File: src/rtl/mod179_pkg.sv
package mod179_pkg;

    typedef enum logic [2:0] {
        ST_IDLE,
        ST_FOLD,
        ST_CARRY,
        ST_TRIM,
        ST_DONE
    } red_state_e;

    function automatic int fold_mult(input int fold_w, input int modulus);
        return (1 << fold_w) - modulus;
    endfunction

endpackage

File: src/rtl/mod179_fold_step.sv
module mod179_fold_step #(
    parameter int ACC_W  = 16,
    parameter int QUO_W  = 24,
    parameter int FOLD_W = 8,
    parameter int MULT   = 77
) (
    input  logic [ACC_W-1:0] acc_in,
    input  logic [QUO_W-1:0] quo_in,
    output logic [ACC_W-1:0] acc_out,
    output logic [QUO_W-1:0] quo_out
);
    localparam int PROD_W = QUO_W + FOLD_W;

    logic [PROD_W-1:0] prod;

    always_comb begin
        prod    = PROD_W'(quo_in) * PROD_W'(MULT);
        acc_out = acc_in + ACC_W'(prod[FOLD_W-1:0]);
        quo_out = prod[PROD_W-1:FOLD_W];
    end
endmodule

File: src/rtl/mod179_carry_split.sv
module mod179_carry_split #(
    parameter int ACC_W  = 16,
    parameter int QUO_W  = 24,
    parameter int FOLD_W = 8
) (
    input  logic [ACC_W-1:0] acc_in,
    output logic [ACC_W-1:0] acc_low,
    output logic [QUO_W-1:0] quo_high
);
    always_comb begin
        acc_low  = {{(ACC_W-FOLD_W){1'b0}}, acc_in[FOLD_W-1:0]};
        quo_high = QUO_W'(acc_in[ACC_W-1:FOLD_W]);
    end
endmodule

File: src/rtl/mod179_trim.sv
module mod179_trim #(
    parameter int ACC_W   = 16,
    parameter int FOLD_W  = 8,
    parameter int MODULUS = 179
) (
    input  logic [ACC_W-1:0]  acc_in,
    output logic [FOLD_W-1:0] res_out
);
    always_comb begin
        if (acc_in >= ACC_W'(MODULUS))
            res_out = FOLD_W'(acc_in - ACC_W'(MODULUS));
        else
            res_out = FOLD_W'(acc_in);
    end
endmodule

File: src/rtl/mod179_fold.sv
module mod179_fold
    import mod179_pkg::*;
#(
    parameter int OPER_W  = 32,
    parameter int FOLD_W  = 8,
    parameter int MODULUS = 179,
    parameter int ACC_W   = 16,
    parameter int MAX_LAT = 48
) (
    input  logic              clk,
    input  logic              rst,
    input  logic              start,
    input  logic [OPER_W-1:0] operand,
    output logic              busy,
    output logic              done,
    output logic [FOLD_W-1:0] result
);
    localparam int QUO_W = OPER_W - FOLD_W;
    localparam int MULT  = fold_mult(FOLD_W, MODULUS);
    localparam int LAT_W = $clog2(MAX_LAT + 2) + 1;

    red_state_e       state;
    logic [ACC_W-1:0] acc;
    logic [QUO_W-1:0] quo;

    logic [ACC_W-1:0]  acc_step, acc_low;
    logic [QUO_W-1:0]  quo_step, quo_high;
    logic [FOLD_W-1:0] res_trim;

    mod179_fold_step #(.ACC_W(ACC_W), .QUO_W(QUO_W), .FOLD_W(FOLD_W), .MULT(MULT)) u_step (
        .acc_in (acc),
        .quo_in (quo),
        .acc_out(acc_step),
        .quo_out(quo_step)
    );

    mod179_carry_split #(.ACC_W(ACC_W), .QUO_W(QUO_W), .FOLD_W(FOLD_W)) u_split (
        .acc_in  (acc),
        .acc_low (acc_low),
        .quo_high(quo_high)
    );

    mod179_trim #(.ACC_W(ACC_W), .FOLD_W(FOLD_W), .MODULUS(MODULUS)) u_trim (
        .acc_in (acc),
        .res_out(res_trim)
    );

    always_ff @(posedge clk) begin
        if (rst) begin
            state  <= ST_IDLE;
            acc    <= '0;
            quo    <= '0;
            result <= '0;
        end else begin
            unique case (state)
                ST_IDLE: begin
                    if (start) begin
                        acc   <= ACC_W'(operand[FOLD_W-1:0]);
                        quo   <= operand[OPER_W-1:FOLD_W];
                        state <= ST_FOLD;
                    end
                end
                ST_FOLD: begin
                    acc   <= acc_step;
                    quo   <= quo_step;
                    state <= (quo_step == '0) ? ST_CARRY : ST_FOLD;
                end
                ST_CARRY: begin
                    acc   <= acc_low;
                    quo   <= quo_high;
                    state <= (quo_high != '0) ? ST_FOLD : ST_TRIM;
                end
                ST_TRIM: begin
                    result <= res_trim;
                    state  <= ST_DONE;
                end
                ST_DONE: state <= ST_IDLE;
                default: state <= ST_IDLE;
            endcase
        end
    end

    assign busy = (state == ST_FOLD) || (state == ST_CARRY) || (state == ST_TRIM);
    assign done = (state == ST_DONE);

    // latency counter used only by the checks below
    logic [LAT_W-1:0] lat_cnt;
    always_ff @(posedge clk) begin
        if (rst || state == ST_IDLE)
            lat_cnt <= '0;
        else if (lat_cnt != '1)
            lat_cnt <= lat_cnt + 1'b1;
    end


    start_accept_chk: assert property (@(posedge clk) disable iff (rst)
        (state == ST_IDLE && start) |=> busy);


    result_range_chk: assert property (@(posedge clk) disable iff (rst)
        done |-> (result < FOLD_W'(MODULUS)));


    done_pulse_chk: assert property (@(posedge clk) disable iff (rst)
        done |=> (!done && !busy));


    done_idle_chk: assert property (@(posedge clk) disable iff (rst)
        done |-> !busy);


    result_hold_chk: assert property (@(posedge clk) disable iff (rst)
        (state == ST_IDLE && !start) |=> $stable(result));


    latency_chk: assert property (@(posedge clk) disable iff (rst)
        done |-> (lat_cnt <= LAT_W'(MAX_LAT)));


    no_wrap_chk: assert property (@(posedge clk) disable iff (rst)
        (state == ST_FOLD) |-> (acc_step >= acc));
endmodule

File: config.mk
export PLATFORM = sky130hd
export DESIGN_NAME = mod179_fold
export DESIGN_NICKNAME = d
export VERILOG_FILES = /design/src/rtl/mod179_pkg.sv /design/src/rtl/mod179_fold_step.sv /design/src/rtl/mod179_carry_split.sv /design/src/rtl/mod179_trim.sv /design/src/rtl/mod179_fold.sv
export SDC_FILE = /design/constraint.sdc
export NUM_CORES = 1
export LEC_CHECK = 0
export ABC_AREA = 0
export ABC_CLOCK_PERIOD_IN_PS = 4400
export CAP_MARGIN = 5
export CORE_UTILIZATION = 60
export DETAILED_ROUTE_END_ITERATION = 10
export DONT_BUFFER_PORTS = 1
export GPL_TIMING_DRIVEN = 0
export HOLD_SLACK_MARGIN = 0.02
export PLACE_DENSITY = 0.79
export SYNTH_ARGS = -nofsm -noshare
export SYNTH_HDL_FRONTEND = slang
export SYNTH_HIERARCHICAL = 1
export SYNTH_SLANG_ARGS = --single-unit
File: constraint.sdc
create_clock -name clk -period 4.4 [get_ports clk]
set_clock_uncertainty 0.15 [all_clocks]
set_input_delay 0.22 -clock clk [delete_from_list [all_inputs] [get_ports clk]]
set_output_delay 0.22 -clock clk [all_outputs]
set_load 0.1 [all_outputs]
* Yosys cells after proc, flatten, opt, wreduce, memory -nomap -nowiden
Cells that the tools add are included.
Storage, ports and cells: logic and storage cells 33, bits of input ports 35, output and inout bits 10, register bits 51
Operators by class: equality and inequality tests 5, multipliers 1, bitwise logic cells 1, $lt $le $gt $ge 1, reductions and logical operators 9, muxes and demuxes 9, $add $sub $neg 2
Operators by type and width (count):
- $pmux 24 s3 | 1
- $pmux 16 s3 | 1
- $mul 24x7->31 const B | 1
- $logic_not 24->1 | 1
- $mux 24 | 1
- $reduce_bool 24->1 | 1
- $add 16x8->16 | 1
- $ge 16x8->1 const B | 1
- $mux 16 | 1
- $pmux 3 s4 | 1
- $mux 8 | 1
- $sub 8x8->8 const B | 1
- $eq 3x2->1 const B | 2
- $mux 2 | 2
- $eq 3x1->1 const B | 1
- $eq 3x3->1 const B | 1
- $logic_not 3->1 | 1
- $mux 3 | 1
- $reduce_and 3->1 | 1
- $reduce_bool 3->1 | 1
- $logic_or 1x1->1 | 2
- $ne 2x2->1 const B | 1
- $reduce_and 2->1 | 1
- $reduce_bool 2->1 | 1
- $not 1->1 | 1

* Depth between registers and ports, before layout
Gate-level depths: netlist of the first run.
depth after elaboration 4, gate-level depth with buffers 19, depth with buffers taken out 18

* Hierarchy
The synthesis of the first run kept the hierarchy.
By module, submodules not included:
- mod179_fold_step | instances 1, cells an instance 445, area an instance 3658.5 µm², seq. area each 0.0 µm²
- mod179_fold | instances 1, cells an instance 280, area an instance 2351.0 µm², seq. area each 1021.0 µm²
- mod179_carry_split | instances 1, cells an instance 41, area an instance 304.0 µm², seq. area each 0.0 µm²
- mod179_trim | instances 1, cells an instance 27, area an instance 205.2 µm², seq. area each 0.0 µm²

* Worst setup path before layout of the first run
OpenSTA, ideal clock, no wires.
path kind register to register, from reg quo[8], to reg state[1], cell stages (with the launch flop) 19, data arrival time 4.344 ns, setup slack -0.153 ns, setup time 0.059 ns, period minus slack after synthesis 4.553 ns, path buffers 0, data required time 4.191 ns, cells stage by stage dfxtp_1 ha_1 ha_1 fa_1 inv_1 fa_1 inv_1 ha_1 a21oi_1 o21ai_1 a221o_1 o211ai_2 o41ai_2 a221o_1 a21o_1 nor4_1 nand4_1 o22ai_1 and2_1
On the way: cells in the longest elaborated chain, start to end 4
Ends and longest elaborated chain:
- start: declaration | RTL line mod179_fold.sv:24 | logic [QUO_W-1:0] quo;
- start signal: assignment | RTL line mod179_fold.sv:59 | quo <= operand[OPER_W-1:FOLD_W];
- start signal: assignment | RTL line mod179_fold.sv:65 | quo <= quo_step;
- start signal: assignment | RTL line mod179_fold.sv:70 | quo <= quo_high;
- $mul 24x7->31 | RTL line mod179_fold_step.sv:17 | prod = PROD_W'(quo_in) * PROD_W'(MULT);
- named net quo_step[22] | RTL line mod179_fold.sv:27 | logic [QUO_W-1:0] quo_step, quo_high;
- $logic_not 24->1 | RTL line mod179_fold.sv:66 | state <= (quo_step == '0) ? ST_CARRY : ST_FOLD;
- $mux 2 | RTL line mod179_fold.sv:66
- $pmux 3 s4 | RTL line mod179_fold.sv:55 | unique case (state)
- end signal: assignment | RTL line mod179_fold.sv:66
- end signal: assignment | RTL line mod179_fold.sv:71 | state <= (quo_high != '0) ? ST_FOLD : ST_TRIM;
- end: declaration | RTL line mod179_fold.sv:22 | red_state_e state;
The timed path passes the listed nets, and every way through them passes these cells. A chain may end at the register's enable or synchronous reset.

* Worst setup path after layout of the first run
Same ends and word-level chain as after synthesis.

==> results.ini, run 1 <==
[hold_path]
hold_end=state[1]
hold_class=in2reg
hold_depth=3
hp-start=start

[clock_tree]
cts-root-buf=clkbuf_8
cts_inserted_buffers=5
clock-sinks=51
clk_latency_ns=0.33
cts_buffer_depth=2
h-tree-depth=2
path_clk_slew_ns=0.11
cts_tree=built

[pwr]
p_leak_uw=0.00395
combPwrFrac_pct=86.2
fin_total_pwr_uw=7600
clkPwrFrac_pct=4.6
max-vdd-ir-drop_mv=0.568
swShare_pct=51.9
p_int_uw=3650
power.density_nw_per_um2=892
p_sw_uw=3950
seqPwrFrac_pct=9.2

[timing]
period_needed_ns=4.98
relSlewSlack_pct=29.3
slew_violations=0
rsz0062_at_grt=true
post-route-period-util_pct=113
fin_ws_ns=-0.585
final-setup-viol-count=16
worst_pin_slew_ns=1.06
fmax_ghz=0.201
hold_viol=0

[synth]
syn_area_um2=6520
synth.distinct_cells=59
ys_ff_latch=51
synthArstFlopShare_pct=0
syn_avg_cell_area_um2=8.22
ys.flop_type=dfxtp_1
synth_edf_count=0
yosysWarnings=6
synth_seq_area_share_pct=15.7
synthCells=793

[floorplanning]
die-area_um2=11300
core_um2=10400
dieHeight_um=106
rows=37
num_io_pins=45
fp.dieW_um=106
start_util_pct=62.6

[global_route]
grt_max_degree=16
grt_pass1_vias=6552
gr-total-overflow=0
antenna_found_initial=0
grt_pass1_wl_um=30800
grt_usage_pct=34.6

[placement]
hpwl_um=13100
portBuffers=0
place.gp.congestion=0.946

[worst_setup_path]
path_max_fanout=4
rr_worst_depth=20
cp_slowest_cell=fa_1
cp_cell_sequence=ha_4 > ha_4 > fa_1 > inv_2 > fa_1 > inv_2 > ha_4 > buf_6 > a21oi_4 > nor2_2 > o41ai_2 > nand2_2 > buf_6 > a311oi_2 > o31ai_2 > xor2_1 > nor4_2 > nand3_1 > o22ai_2 > and2_1
cp.arrival_ns=5.12
reg2reg_slack_ns=-0.58
critPathRequiredTime_ns=4.54
crit_top_cell=ha_4
worstReg2RegStart=quo[8]
slowest_delay_ns=0.55
cp-start-kind=register
critPathCaptureType=register
path_class=reg2reg
r2r-end=state[1]

[run_status]
status=complete, but fails checks
violations=negative setup slack

[layout]
nNetsFinal=1071
finalCoreUtilization_pct=81.8
diodes=0
area_growth_pct=30.7
drive_gt1_share_pct=28.1

[drt]
drt_iter0_markers=763
wl_per_cell_um=21.2
antenna_left=0
vias=6705
wl_um=22000
viasPerCell=6.45
dr.pass1.iters=5
drc=0

[job]
cap_violations=0

per-layer routing:
metal  vias up  share of wire (%)  GRT usage, %
li1       2916                  -             -
met4         0                6.8          19.0
met1      3180                 36          39.3
met2       449                 49          62.1
met5         -                  0             0
met3       160                7.7          5.03
layout make-up:
class	count	area, um^2
Multi-Input combinational cell	590	5610
Clock inverter	2	37.5
Inverter	108	405
Fill cell	577	1890
Clock buffer	5	68.8
Sequential cell	51	1080
Timing Repair Buffer	81	726
Tap cell	136	170
Buffer	66	432
sequential cells by signal (all words and copies together) (netlist names):
register / count
result: 8
quo: 24
state: 3
acc: 16
through the flow:
stage | hold slack [ns] | setup slack [ns] | instances | setup TNS, ns | cell area [um^2]
2_1_floorplan | 0.225 | 0.0146 | 816 | 0 | 6640
3_3_place_gp | 0.233 | -0.682 | 952 | -2.65 | 6810
3_5_place_dp | 0.239 | -0.784 | 952 | -4.45 | 6820
4_1_cts | 0.215 | -0.308 | 1023 | -0.889 | 8010
5_1_grt | 0.228 | -0.684 | 1039 | -5.66 | 8520
6_report | 0.218 | -0.585 | 1039 | -3.72 | 8520
cells in the mapped netlist, types with 6 or more instances:
| cell type | number | area share [%] |
|---|---|---|
| a211oi_1 | 6 | 0.69 |
| a21o_1 | 12 | 1.4 |
| a21oi_1 | 37 | 2.8 |
| a222oi_1 | 8 | 1.2 |
| a22oi_1 | 32 | 3.7 |
| a311oi_1 | 29 | 3.9 |
| buf_2 | 13 | 1.0 |
| buf_4 | 42 | 4.8 |
| clkbuf_1 | 9 | 0.52 |
| dfxtp_1 | 51 | 16 |
| fa_1 | 41 | 13 |
| ha_1 | 92 | 18 |
| inv_1 | 108 | 6.2 |
| nand2_1 | 75 | 4.3 |
| nand2b_1 | 9 | 0.86 |
| nand4_1 | 7 | 0.67 |
| nor2_1 | 67 | 3.9 |
| nor4_1 | 15 | 1.4 |
| o21a_1 | 8 | 0.92 |
| o21ai_0 | 18 | 1.4 |
| xnor2_1 | 25 | 3.4 |
| xor2_1 | 15 | 2.0 |
power by group through the flow:
| stage | clock network (uW) | registers, uW | logic (uW) |
|---|---|---|---|
| 2_1_floorplan | 0 | 614 | 3130 |
| 3_3_place_gp | 0 | 666 | 3780 |
| 6_report | 348 | 700 | 6550 |
| 5_1_grt | 360 | 708 | 6870 |
| 4_1_cts | 339 | 681 | 4920 |
| 3_5_place_dp | 0 | 669 | 3930 |
repair_timing:
action	in CTS	in global routing
endpoints found under the setup margin	23	25
endpoints found under the hold margin	33	0
pin swaps	45	55
resized for setup	102	73
hold buffers	35	0
setup buffers	29	17
worst max-delay path, delay by kind of cell, from the launching register on:
kind / cells / cell delay [ns]
adder cells (fa/ha/maj): 5 / 1.81
flip-flops: 1 / 0.39
AO/OA/AOI/OAI: 5 / 1.05
buffers and inverters: 4 / 0.40
XOR/XNOR: 1 / 0.21
AND/OR/NAND/NOR: 5 / 0.92
cells by family (layout without fill, tap and decap cells):
kind of cell	Yosys count	after routing	synth area share [%]
multiplexers	1	1	0.173
buffers and inverters	175	262	12.9
XOR/XNOR	40	40	5.37
adder cells (fa/ha/maj)	133	133	30.2
other	2	25	0.115
flip-flops	51	51	15.7
AO/OA/AOI/OAI	184	184	20.7
AND/OR/NAND/NOR	207	207	14.8
placed cells by master (no fill, tap or decap), types with 7 or more instances in the layout:
| cell | synthesis | final |
|---|---|---|
| fa_1 | 41 | 40 |
| buf_4 | 42 | 80 |
| inv_1 | 108 | 100 |
| dlygate4sd3_1 | 0 | 35 |
| ha_1 | 92 | 56 |
| a22oi_1 | 32 | 24 |
| dfxtp_1 | 51 | 32 |
| a21oi_2 | 0 | 11 |
| xor2_1 | 15 | 12 |
| buf_2 | 13 | 13 |
| xnor2_1 | 25 | 18 |
| nand2b_1 | 9 | 9 |
| xnor2_2 | 0 | 7 |
| o21a_1 | 8 | 8 |
| nand2_1 | 75 | 66 |
| a21o_1 | 12 | 12 |
| clkbuf_1 | 9 | 8 |
| conb_1 | 2 | 25 |
| nor2_1 | 67 | 64 |
| a22oi_2 | 0 | 8 |
| a222oi_1 | 8 | 8 |
| a311oi_1 | 29 | 27 |
| nand4_1 | 7 | 7 |
| buf_6 | 0 | 8 |
| o21ai_0 | 18 | 12 |
| inv_2 | 0 | 8 |
| ha_4 | 0 | 32 |
| nor4_1 | 15 | 11 |
| dfxtp_4 | 0 | 13 |
| a21oi_1 | 37 | 24 |
how the worst max path moves through the flow:
stage | startpoint | to | slack, ns
2_1_floorplan | quo[9] | state[1] | 0.01
3_3_place_gp | quo[10] | state[1] | -0.68
3_5_place_dp | quo[10] | state[1] | -0.78
4_1_cts | quo[5] | state[1] | -0.31
5_1_grt | quo[7] | state[1] | -0.68
6_report | quo[8] | state[1] | -0.58
(Power assumes the default switching activity.)
==> run 2: changes to the inputs <==
--- a/config.mk
+++ b/config.mk
@@ -14,6 +14,7 @@
 export GPL_TIMING_DRIVEN = 0
 export HOLD_SLACK_MARGIN = 0.02
 export PLACE_DENSITY = 0.79
+export SETUP_SLACK_MARGIN = 0.02
 export SYNTH_ARGS = -nofsm -noshare
 export SYNTH_HDL_FRONTEND = slang
 export SYNTH_HIERARCHICAL = 1
==> results.ini, run 2 (synthesis gave the netlist of run 1 again) <==
[run_status]
status=complete, but fails checks
violations=negative setup slack

[hold_path]
hold_class=in2reg
hold_depth=3  ; unchanged
hp-start=start
hold_end=state[1]

[drt]
wl_um=22000  ; about the same
viasPerCell=6.39  ; -1.1%
antenna_left=0  ; unchanged
drt_iter0_markers=515  ; -33%
vias=6660  ; -0.67%
wl_per_cell_um=21.1  ; -0.45%
dr.pass1.iters=5  ; unchanged
drc=0  ; unchanged

[timing]
setup_tns_ns=-2.01  ; +1.71 ns
relSlewSlack_pct=29.1  ; -0.25 points
fin_ws_ns=-0.357  ; +0.228 ns
hold_viol=0  ; unchanged
slew_violations=0  ; unchanged
whs_ns=0.147  ; -0.0712 ns
rsz0062_at_grt=true
fmax_ghz=0.210  ; +4.8%
worst_pin_slew_ns=1.06  ; +0.00380 ns
period_needed_ns=4.76  ; -0.228 ns
post-route-period-util_pct=108  ; -5.2 points
final-setup-viol-count=12  ; -4

[global_route]
top_usage_layer=met2
met1_usage_pct=39.1  ; -0.16 points
gr-total-overflow=0  ; unchanged
grt_usage_pct=34.1  ; -0.48 points
use_met3_pct=4.35  ; -0.67 points
grt_pass1_vias=6549  ; -0.046%
grt_max_degree=17  ; +1
antenna_found_initial=0  ; unchanged
grt_pass1_wl_um=30600  ; -0.65%
globalRouteMet2Util_pct=60.3  ; -1.8 points

[layout]
drive_gt1_share_pct=28.3  ; +0.21 points
top_regs=quo x24, acc x16, result x8
layout_common_cells=100 x inv_1, 85 x buf_4, 69 x nand2_1
finalCoreUtilization_pct=81.7  ; -0.12 points
diodes=0  ; unchanged
fin_cells=1043  ; +0.38%
largest_register=quo
layout_commonest_cell=inv_1
area_growth_pct=30.6
nNetsFinal=1074  ; +0.28%
largest_reg_flops=24  ; unchanged

[pwr]
max-vdd-ir-drop_mv=0.651  ; +15%
p_leak_uw=0.00396  ; +0.12%
power.density_nw_per_um2=871  ; -2.3%

[clock_tree]
cts_tree=built
cts-root-buf=clkbuf_8
h-tree-depth=2  ; unchanged
path_clk_slew_ns=0.10  ; about the same
clk_latency_ns=0.31  ; -0.02 ns
clock-sinks=51  ; unchanged
cts_buffer_depth=2  ; unchanged
cts_inserted_buffers=5  ; unchanged

[worst_setup_path]
reg2reg_slack_ns=-0.36  ; +0.23 ns
worstReg2RegStart=quo[13]
critPathRequiredTime_ns=4.51  ; -0.03 ns
critPathCaptureType=register
path_max_fanout=6  ; +2
r2r-end=state[1]
rr_worst_depth=17  ; -15%
cp-start-kind=register
path_class=reg2reg
cp.arrival_ns=4.87  ; -0.25 ns

[placement]
place.gp.congestion=0.941  ; -0.51%
hpwl_um=13300  ; +1.0%
portBuffers=0  ; unchanged
placedCellCount=952  ; unchanged

[floorplanning]
num_io_pins=45  ; unchanged
rows=37  ; unchanged
start_util_pct=62.6  ; unchanged
core_um2=10400  ; unchanged
fp.dieW_um=106  ; unchanged
dieHeight_um=106  ; unchanged
die-area_um2=11300  ; unchanged

[job]
cap_violations=0  ; unchanged

[run 2: cell count changes in the layout (fill, tap and decap cells not counted), moves of 3 or more]
cell     delta
nand2_1     +3
ha_2        -3
a21oi_2     +3
buf_4       +5
nor2_2      +3
ha_1        +3
nor2_1      -3
a21oi_1     -3
[run 2: cell type report]
type                            count  area (um^2)
Tap cell                          136          170
Timing Repair Buffer               84          741
Sequential cell                    51         1080
Multi-Input combinational cell    590         5580
Fill cell                         569         1910
Inverter                          108          405
Clock inverter                      2         16.3
Buffer                             66          432
Clock buffer                        6         82.6
[run 2: critical path, cell delays in order (launching register included)]
cell and delay [ns]:
dfxtp_4 0.38, ha_1 0.32, ha_1 0.33, fa_1 0.55, inv_1 0.06, fa_1 0.53
inv_1 0.08, ha_4 0.29, a21o_1 0.22, a21o_1 0.21, a21o_1 0.23, a41oi_4 0.24
o41ai_4 0.10, xor2_2 0.20, nor4_4 0.32, nand4_1 0.18, o22ai_1 0.17, and2_1 0.14
[run 2: power breakdown]
group | switching [uW] | leakage, uW | total (uW) | internal, uW
Clock | 171 | 0.0000474 | 300 | 129
Combinational | 3570 | 0.00348 | 6430 | 2860
Sequential | 142 | 0.000430 | 684 | 542
[run 2: worst max-delay path by stage]
| stage | end | cells after the start | startpoint | slack (ns) |
|---|---|---|---|---|
| CTS | state[1] | 18 | quo[11] | -0.22 |
| detailed placement | state[1] | 18 | quo[10] | -0.72 |
| finish | state[1] | 17 | quo[13] | -0.36 |
| global route | state[1] | 18 | quo[13] | -0.49 |
| global placement | state[1] | 18 | quo[10] | -0.65 |
| floorplan | state[1] | 17 | quo[9] | 0.02 |
[run 2: per-layer routing]
metal	vias up	share of wire, %
li1	2932	-
met1	3159	37
met4	0	7.7
met2	420	48
met5	-	0
met3	149	7.0
[run 2: through the flow]
stage	power (uW)	instance area, um^2	setup WS (ns)
2_1_floorplan	3760	6650	0.0220
3_3_place_gp	4460	6820	-0.648
3_5_place_dp	4620	6820	-0.716
4_1_cts	5980	8010	-0.223
5_1_grt	7780	8510	-0.494
6_report	7410	8510	-0.357
[run 2: what timing repair did]
item / in CTS / in global routing
hold buffers: 35 / 0
pin swaps: 41 / 47
endpoints found under the setup margin: 24 / 23
resized for setup: 106 / 67
endpoints found under the hold margin: 33 / 0
buffers inserted: 28 / 21
==> run 3: changes to the inputs <==
--- a/config.mk
+++ b/config.mk
@@ -6,14 +6,14 @@
 export NUM_CORES = 1
 export LEC_CHECK = 0
 export ABC_AREA = 0
-export ABC_CLOCK_PERIOD_IN_PS = 4400
+export ABC_CLOCK_PERIOD_IN_PS = 4740
 export CAP_MARGIN = 5
-export CORE_UTILIZATION = 60
+export CORE_UTILIZATION = 65
 export DETAILED_ROUTE_END_ITERATION = 10
 export DONT_BUFFER_PORTS = 1
 export GPL_TIMING_DRIVEN = 0
 export HOLD_SLACK_MARGIN = 0.02
-export PLACE_DENSITY = 0.79
+export PLACE_DENSITY = 0.81
 export SETUP_SLACK_MARGIN = 0.02
 export SYNTH_ARGS = -nofsm -noshare
 export SYNTH_HDL_FRONTEND = slang
==> constraint.sdc (replaced) <==
create_clock -name clk -period 4.74 [get_ports clk]
set_clock_uncertainty 0.15 [all_clocks]
set_input_delay 0.237 -clock clk [delete_from_list [all_inputs] [get_ports clk]]
set_output_delay 0.237 -clock clk [all_outputs]
set_load 0.1 [all_outputs]
==> results.ini, run 3 (synthesis gave the netlist of run 1 again) <==
[clock_tree]
clock-sinks=51  ; unchanged
clk_latency_ns=0.34  ; +0.03 ns
cts_inserted_buffers=5  ; unchanged
cts-root-buf=clkbuf_8
path_clk_slew_ns=0.13  ; +0.03 ns
cts_tree=built
h-tree-depth=2  ; unchanged
cts_buffer_depth=2  ; unchanged

[timing]
period_needed_ns=4.96  ; +0.202 ns
relSlewSlack_pct=29.8  ; +0.71 points
final-setup-viol-count=2  ; -10
worst_pin_slew_ns=1.05  ; -0.0106 ns
rsz0062_at_grt=true
fin_ws_ns=-0.219  ; +0.138 ns
post-route-period-util_pct=105  ; -3.5 points
slew_violations=0  ; unchanged
hold_viol=0  ; unchanged
fmax_ghz=0.202  ; -4.1%

[floorplanning]
core_um2=9730  ; -6.6%
die-area_um2=10400  ; -7.6%
start_util_pct=67.0  ; +4.4 points
rows=36  ; -2.7%
fp.dieW_um=102  ; -3.8%
dieHeight_um=102  ; -3.8%
num_io_pins=45  ; unchanged

[pwr]
power.density_nw_per_um2=724  ; -17%
p_sw_uw=3050  ; -21%
clkPwrFrac_pct=5.2  ; +1.2 points
p_int_uw=2700  ; -23%
max-vdd-ir-drop_mv=0.459  ; -30%
p_leak_uw=0.00375  ; -5.4%
seqPwrFrac_pct=11.0  ; +1.8 points
swShare_pct=53.0  ; +0.69 points
combPwrFrac_pct=83.8  ; -2.9 points

[global_route]
gr-total-overflow=0  ; unchanged
antenna_found_initial=0  ; unchanged
grt_max_degree=19  ; +2
grt_pass1_vias=6179  ; -5.6%
grt_usage_pct=39.2  ; +5.1 points
grt_pass1_wl_um=30900  ; +0.97%

[layout]
layout_common_cells=104 x inv_1, 70 x nand2_1, 65 x nor2_1
top_regs=quo x24, acc x16, result x8
drive_gt1_share_pct=21.7  ; -6.7 points
design_area_um2=7950  ; -6.6%
layout_commonest_cell=inv_1
largest_reg_flops=24  ; unchanged
nNetsFinal=1044  ; -2.8%
area_growth_pct=22.0
fin_cells=1010  ; -3.2%
diodes=0  ; unchanged
largest_register=quo

[run_status]
violations=negative setup slack
status=complete, but fails checks

[worst_setup_path]
cp.arrival_ns=5.09  ; +0.22 ns
cp-start-kind=register
path_max_fanout=6  ; unchanged
startpoint=quo[7]
reg2reg_slack_ns=-0.22  ; +0.14 ns
critPathCaptureType=register
r2r-end=state[1]
rr_worst_depth=18  ; +1
critPathRequiredTime_ns=4.87  ; +0.36 ns
worstReg2RegStart=quo[7]
path_class=reg2reg

[drt]
wl_um=19900  ; -9.3%
drt_iter0_markers=531  ; +3.1%
viasPerCell=6.17  ; -3.3%
vias=6234  ; -6.4%
antenna_left=0  ; unchanged
drc=0  ; unchanged
wl_per_cell_um=19.7  ; -6.3%
dr.pass1.iters=5  ; unchanged

[placement]
place.gp.congestion=0.931  ; -0.99%
place_area_um2=6770  ; -0.73%
portBuffers=0  ; unchanged
placedCellCount=949  ; -0.32%
pre_cts_ws_ns=-0.633  ; +0.0828 ns
hpwl_um=13300  ; +0.27%

[job]
cap_violations=0  ; unchanged

[hold_path]
hold_class=in2reg
hp-start=start
hold_depth=3  ; unchanged
hold_end=state[1]

run 3: area by class of cell:
class	count	area, um^2
multi-input combinational	590	5290
fill	621	1780
sequential	51	1070
timing repair buffer	54	488
buffer	66	432
inverter	108	408
tap	133	166
clock buffer	5	68.8
clock inverter	3	26.3
run 3: what timing repair did:
action / in CTS / in global routing
setup endpoints to repair: 5 / 14
endpoints found under the hold margin: 33 / 0
gates resized for setup: 86 / 27
buffers inserted: 15 / 6
hold buffers: 33 / 0
pin swaps: 20 / 27
run 3: metal layers:
layer	wire [um]	GRT usage [%]
met5	0	0
met4	783	21.5
met3	1580	9.51
met2	9520	62.6
met1	8070	48.8
run 3: worst max-delay path by stage:
stage / endpoint / slack [ns] / depth (start not counted)
5_1_grt: state[1] / -0.32 / 18
4_1_cts: state[1] / 0.02 / 18
3_3_place_gp: state[1] / -0.65 / 18
6_report: state[1] / -0.22 / 18
3_5_place_dp: state[1] / -0.63 / 18
2_1_floorplan: state[1] / 0.19 / 18
run 3: power groups by stage:
stage / clock, uW / combinational, uW / sequential (uW)
after detailed placement: 0 / 3520 / 619
after global routing: 313 / 5190 / 640
after CTS: 292 / 4260 / 625
after floorplan: 0 / 2820 / 570
after global placement: 0 / 3450 / 612
final: 302 / 4820 / 631
run 3: critical path: stages (launching register included):
cell and delay, ns:
dfxtp_4 0.41, ha_4 0.28, ha_4 0.19, fa_1 0.56, inv_1 0.07, fa_1 0.51, inv_1 0.08, ha_4 0.27
nand2_1 0.09, o21ai_2 0.08, a221o_1 0.39, o211ai_2 0.25, o41ai_4 0.12, a221o_1 0.31, a21o_1 0.22, nor4_4 0.32
nand4_1 0.22, o22ai_2 0.21, and2_1 0.15
run 3: through the flow:
| step | setup TNS (ns) | util [%] | total power (uW) | hold slack (ns) |
|---|---|---|---|---|
| floorplan | 0 | - | 3390 | 0.249 |
| CTS | 0 | 80.0 | 5180 | 0.149 |
| global placement | -1.27 | 69.6 | 4060 | 0.254 |
| global route | -0.616 | 81.7 | 6150 | 0.226 |
| finish | -0.415 | 81.7 | 5760 | 0.146 |
| detailed placement | -1.24 | 69.6 | 4140 | 0.256 |
